### config.mk
export PLATFORM = sky130hd
export DESIGN_NAME = exc_ctrl
export DESIGN_NICKNAME = d
export VERILOG_FILES = /design/src/rtl/exc_pkg.sv /design/src/rtl/exc_prio.sv /design/src/rtl/exc_vector.sv /design/src/rtl/exc_save.sv /design/src/rtl/exc_ctrl.sv
export SDC_FILE = /design/constraint.sdc
export NUM_CORES = 1
export LEC_CHECK = 0
export ABC_AREA = 1
export BUFFER_PORTS_ARGS = -buffer_cell sky130_fd_sc_hd__buf_2
export CAP_MARGIN = 0
export CORE_UTILIZATION = 49
export DETAILED_ROUTE_END_ITERATION = 10
export MAX_ROUTING_LAYER = met4
export PLACE_DENSITY = 0.85
export SYNTH_ARGS = -nofsm -noshare
export SYNTH_HDL_FRONTEND = slang
export SYNTH_HIERARCHICAL = 1
export SYNTH_SLANG_ARGS = --single-unit
### constraint.sdc
create_clock -name clk -period 1.4 [get_ports clk]
set_input_delay 0.07 -clock clk [delete_from_list [all_inputs] [get_ports clk]]
set_output_delay 0.07 -clock clk [all_outputs]
set_load 0.01 [all_outputs]
### src/rtl/exc_pkg.sv
package exc_pkg;
  typedef enum logic [1:0] {
    CAUSE_NONE    = 2'd0,
    CAUSE_COPRO   = 2'd1,
    CAUSE_SYSCALL = 2'd2,
    CAUSE_TIMER   = 2'd3
  } cause_e;

  // request index order is also priority order: index 0 wins
  localparam int unsigned IDX_COPRO   = 0;
  localparam int unsigned IDX_SYSCALL = 1;
  localparam int unsigned IDX_TIMER   = 2;
  localparam int unsigned NUM_CAUSE   = 3;
endpackage

### src/rtl/exc_prio.sv
module exc_prio #(
  parameter int unsigned N = 3
) (
  input  logic [N-1:0] req,
  output logic [N-1:0] gnt,
  output logic         any
);
  // seen[i] is set when some lower-index (higher priority) request is active
  logic [N:0] seen;
  assign seen[0] = 1'b0;

  generate
    for (genvar i = 0; i < N; i++) begin : g_chain
      assign gnt[i]    = req[i] & ~seen[i];
      assign seen[i+1] = seen[i] | req[i];
    end
  endgenerate

  assign any = seen[N];
endmodule

### src/rtl/exc_vector.sv
module exc_vector #(
  parameter int unsigned XLEN  = 32,
  parameter int unsigned OFF_W = 16,
  parameter int unsigned N     = 3,
  parameter logic [N*OFF_W-1:0] OFFSETS = '0
) (
  input  logic [XLEN-OFF_W-1:0] prefix,
  input  logic [N-1:0]          sel,
  output logic [XLEN-1:0]       vec
);
  logic [OFF_W-1:0] part [N+1];
  assign part[0] = '0;

  generate
    for (genvar i = 0; i < N; i++) begin : g_off
      assign part[i+1] = part[i] | (OFFSETS[i*OFF_W +: OFF_W] & {OFF_W{sel[i]}});
    end
  endgenerate

  assign vec = {prefix, part[N]};
endmodule

### src/rtl/exc_save.sv
module exc_save #(
  parameter int unsigned W = 32
) (
  input  logic         clk,
  input  logic         rst,
  input  logic         load,
  input  logic [W-1:0] ret_addr,
  input  logic [W-1:0] old_state,
  output logic [W-1:0] q_addr,
  output logic [W-1:0] q_state
);
  always_ff @(posedge clk) begin
    if (rst) begin
      q_addr  <= '0;
      q_state <= '0;
    end else if (load) begin
      q_addr  <= ret_addr;
      q_state <= old_state;
    end
  end
endmodule

### src/rtl/exc_ctrl.sv
module exc_ctrl #(
  parameter int unsigned XLEN      = 32,
  parameter int unsigned OFF_W     = 16,
  parameter int unsigned COP_BIT   = 25,
  parameter int unsigned EE_BIT    = 15,
  parameter logic [XLEN-1:0] CLEAR_MASK  = 32'h020C_ED30,
  parameter logic [OFF_W-1:0] OFF_COPRO   = 16'h0F20,
  parameter logic [OFF_W-1:0] OFF_SYSCALL = 16'h0C00,
  parameter logic [OFF_W-1:0] OFF_TIMER   = 16'h1000
) (
  input  logic                  clk,
  input  logic                  rst,
  input  logic                  syscall_req,
  input  logic                  cop_claim,
  input  logic                  timer_req,
  input  logic                  ret_strobe,
  input  logic [XLEN-1:0]       cur_pc,
  input  logic [XLEN-1:0]       next_pc,
  input  logic [XLEN-1:0]       state_in,
  input  logic [XLEN-OFF_W-1:0] vec_prefix,
  output logic                  inhibit_exec,
  output logic                  redirect,
  output logic                  taken,
  output logic [1:0]            cause,
  output logic [XLEN-1:0]       pc_out,
  output logic [XLEN-1:0]       state_out,
  output logic [XLEN-1:0]       save0,
  output logic [XLEN-1:0]       save1
);
  import exc_pkg::*;

  localparam int unsigned NC = NUM_CAUSE;
  localparam logic [NC*OFF_W-1:0] OFFS = {OFF_TIMER, OFF_SYSCALL, OFF_COPRO};

  logic [NC-1:0]   req, gnt;
  logic            any;
  logic [XLEN-1:0] vec;
  logic [XLEN-1:0] resume_addr;
  logic            ret_fire;
  cause_e          cause_nxt;

  // cause qualification against the state word
  assign req[IDX_COPRO]   = cop_claim & ~state_in[COP_BIT];
  assign req[IDX_SYSCALL] = syscall_req;
  assign req[IDX_TIMER]   = timer_req & state_in[EE_BIT];

  exc_prio #(.N(NC)) u_prio (
    .req (req),
    .gnt (gnt),
    .any (any)
  );

  exc_vector #(.XLEN(XLEN), .OFF_W(OFF_W), .N(NC), .OFFSETS(OFFS)) u_vec (
    .prefix (vec_prefix),
    .sel    (gnt),
    .vec    (vec)
  );

  // faulting instruction resumes itself; the others resume after
  assign resume_addr  = gnt[IDX_COPRO] ? cur_pc : next_pc;
  assign inhibit_exec = gnt[IDX_COPRO];
  assign ret_fire     = ret_strobe & ~any;

  always_comb begin
    cause_nxt = CAUSE_NONE;
    if (gnt[IDX_COPRO])        cause_nxt = CAUSE_COPRO;
    else if (gnt[IDX_SYSCALL]) cause_nxt = CAUSE_SYSCALL;
    else if (gnt[IDX_TIMER])   cause_nxt = CAUSE_TIMER;
  end

  exc_save #(.W(XLEN)) u_save (
    .clk       (clk),
    .rst       (rst),
    .load      (any),
    .ret_addr  (resume_addr),
    .old_state (state_in),
    .q_addr    (save0),
    .q_state   (save1)
  );

  always_ff @(posedge clk) begin
    if (rst) begin
      pc_out    <= '0;
      state_out <= '0;
      redirect  <= 1'b0;
      taken     <= 1'b0;
      cause     <= CAUSE_NONE;
    end else begin
      redirect <= any | ret_fire;
      taken    <= any;
      cause    <= cause_nxt;
      if (any) begin
        pc_out    <= vec;
        state_out <= state_in & ~CLEAR_MASK;
      end else if (ret_fire) begin
        pc_out    <= save0;
        state_out <= save1;
      end
    end
  end

  // the old state word is captured in full
  assert_save_state_R5: assert property (@(posedge clk) disable iff (rst)
    any |=> (save1 == $past(state_in)));

  // masked bits clear, the rest carried through
  assert_clear_mask_R6: assert property (@(posedge clk) disable iff (rst)
    any |=> (((state_out & CLEAR_MASK) == '0) &&
             ((state_out & ~CLEAR_MASK) == ($past(state_in) & ~CLEAR_MASK))));

  // handler address keeps the prefix in the upper half
  assert_vec_prefix_R7: assert property (@(posedge clk) disable iff (rst)
    any |=> (pc_out[XLEN-1:OFF_W] == $past(vec_prefix)));

  // coprocessor fault resumes at the faulting instruction
  assert_copro_resume_R3: assert property (@(posedge clk) disable iff (rst)
    (any && cause_nxt == CAUSE_COPRO) |=> (save0 == $past(cur_pc)));

  // return reloads from the save registers
  assert_return_R9: assert property (@(posedge clk) disable iff (rst)
    ret_fire |=> ((pc_out == $past(save0)) && (state_out == $past(save1)) && !taken && redirect));

  // idle cycles hold state
  assert_idle_hold_R11: assert property (@(posedge clk) disable iff (rst)
    (!any && !ret_strobe) |=> ($stable(pc_out) && $stable(state_out) && $stable(save0) && !redirect));
endmodule

==> results by group <==
Yosys
  • FF+latch count, synth: 132
  • Sequential fraction of the synthesis area: 41.4%
  • Syn_area_per_cell: 6.28 um2
  • Largest area contributor in the netlist: dfxtp_1
  • Unique masters post-synth: 18
  • Cell Area, Synth: 6390 um2
  • Synth warn: 6
  • Post-synth top area share: 41.4%
  • Gate Count Post-Synth: 1018
  • Synth area leaders: dfxtp_1 41%, nand2_1 23%, nor2_1 9.2%, nand3_1 8.4%, inv_1 7.4%

Power and ir drop
  • Pleak: 5.24 nW
  • Sequential Power Share: 42.3%
  • Peak VDD IR: 0.000804 V
  • Switch Pwr: 0.00268 W
  • Int Pwr: 0.00731 W
  • Clock share of power: 40.0%
  • Power share of the combinational group: 17.7%
  • Sw Ratio: 26.8%
  • PwrDens: 1160 nW/um2

Detailed routing
  • # DRC: 0
  • Detailed Routing Iterations Pass 1: 5
  • Routed WL: 17600 um
  • Vias per cell: 4.67
  • Routed via count: 6839
  • DR iter-0 viols: 508
  • WL per Instance: 12.1 um
  • Post-route antenna net violation count: 0

Global routing
  • Largest net degree at the start of global routing: 90
  • Total track usage: 26.8%
  • Vias in the first global route: 5797
  • First-pass GRT wire length: 27200 um
  • Global route overflow: 0
  • Antenna violations before repair: 0

Place
  • DP HPWL: 11200 um
  • IO Port Bufs: 250
  • RePlAce Congestion: 0.834
  • Dpl cells: 1384

Timing
  • Period minus WS final: 1.04 ns
  • Fin crit share: 74.6%
  • Final setup vio count: 0
  • Sum Neg Setup Slack: 0 ns
  • Hold_ws: 0.0312 ns
  • Setup Skew: 0.00538 ns
  • F_max: 958 MHz
  • Slew Limit Fails: 0
  • Final Hold Vio Count: 0
  • RSZ-0062 raised after global routing: no

Clocking
  • CTS buffer count: 17
  • Worst skew pair latency: 0.41 ns
  • Clock sinks: 132
  • CTS tree: built
  • Clk slew on worst S/H paths: 0.05 ns
  • H-Tree Depth: 4
  • Longest Clk Path Bufs: 2
  • Root Buffer: clkbuf_16

Critical path
  • Cell family with most CP delay: buffers and inverters
  • Crit end category: register
  • CP bufs+invs: 4
  • Worst endpoint data arrival time: 1.38 ns
  • Crit path required time: 1.74 ns
  • Critical-path cell list: dlygate4sd3_1, buf_2, inv_2, buf_12, nand2_1, nor2_1
  • Crit Path Category: in -> reg
  • Slowest stage delay, CP: 0.53 ns
  • Critical path startpoint category: primary input
  • Crit-path max FO: 64
  • Worst path slowest cell: dlygate4sd3_1

Cells and area
  • Share of cells above drive strength 1: 23.9%
  • Nets: 1398
  • # diodes: 0
  • Area Overhead vs Synth: 35.2%
  • Final cell count without fillers: 1463
  • Fillers: 1074

Floorplanning
  • Core box area: 12700 um2
  • IO Count: 251
  • Die height: 116 um
  • Initial Utilization: 50.4%
  • Die Width: 116 um
  • Die footprint: 13500 um2
  • Rows: 41

Worst hold path
  • Hold Crit Class: in -> reg

Run status
  • Status: completed

Flow run
  • Maximum capacitance violations: 0
## area by class of cell
type	instances	area [um2]	share of cell area (%)
flip-flops and latches	132	2640	30.6
repair buffers	322	2040	23.6
inverters	131	492	5.69
clock inverters	6	55.1	0.637
well taps	172	215	2.49
clock buffers	24	472	5.46
multi-input cells	676	2720	31.5
## tightest hold or removal path, cell delays in order
cell	delay [ns]
buf_2	0.07
nand2_1	0.04
nand2_1	0.05
inv_1	0.03
nand2_1	0.04
nand2_1	0.04
nor2_1	0.06
## synth_stat cells, drive strengths merged
cell type / count
a21oi: 1
nor3: 1
clkbuf: 11
conb: 1
buf: 77
inv: 131
o21ai: 11
nand3: 107
dfxtp: 132
nand2: 387
nor2: 159
## cells in the final DEF, fill, tap and decap left out, types with 2 or more instances in the layout
cell / instances
conb_1: 10
dfxtp_1: 132
nor2_4: 2
nand3_1: 106
nor2_1: 155
buf_2: 250
clkinv_2: 5
clkbuf_8: 2
o21ai_0: 11
nor2_2: 2
clkbuf_1: 5
dlygate4sd3_1: 49
buf_12: 10
clkbuf_16: 17
inv_1: 126
buf_4: 13
inv_2: 5
nand2_1: 386
## metal layers
metal	vias to the layer above	GRT usage, %	share of wire, %
met1	2985	31.3	42
li1	3498	-	-
met4	0	13.7	3.1
met2	301	43.6	48
met5	-	-	0
met3	55	5.76	6.2
## power groups by stage
stage,registers (W),logic [W],clock network (W)
after CTS,0.00422,0.00176,0.00406
after floorplan,0.00440,0.000921,0
after detailed placement,0.00430,0.00164,0
after global placement,0.00429,0.00161,0
final,0.00423,0.00177,0.00399
after global routing,0.00426,0.00198,0.00423
## registers in the layout (all words and copies together), names as in the netlist
signal / count
cause: 2
taken: 1
pc_out: 32
u_save/q_addr: 32
u_save/q_state: 32
redirect: 1
state_out: 32
## through the flow
step                power [W]  utilization, %  cell area, um2  setup WS, ns
floorplan             0.00533               -            6420        0.0767
global placement      0.00590            60.1            7620         0.109
detailed placement    0.00594            60.1            7620        0.0908
CTS                    0.0100            68.2            8640         0.344
global route           0.0105            68.2            8640         0.291
finish                0.00999            68.2            8640         0.356
## cell families (layout without fill, tap and decap cells)
logic type | count (synthesis) | after routing | synth area share, %
DFF | 132 | 132 | 41.4
and+or+nand+nor | 654 | 654 | 40.8
buffers and inverters | 219 | 483 | 16.9
other | 1 | 10 | 0.0587
AOI/OAI and AO/OA | 12 | 12 | 0.940
## final timing paths
path                                                      from                             end  slack (ns)  cells past startpoint
worst max register to register  u_save/q_addr[15]$_SDFFE_PP0P_         pc_out[15]$_SDFFE_PP0P_        0.64                      4
worst max-delay path                                       rst  u_save/q_addr[20]$_SDFFE_PP0P_        0.36                      6
worst min register to register      state_out[10]$_SDFFE_PP0N_      state_out[10]$_SDFFE_PP0N_        0.47                      2
worst min-delay path                                next_pc[2]   u_save/q_addr[2]$_SDFFE_PP0P_        0.03                      7
## timing repair
item	4_1_cts	5_1_grt
gates resized for setup	0	0
hold endpoints to repair	70	0
hold buffers	49	0
buffers inserted	0	0
No activity file was read; power rests on OpenSTA's default activity.
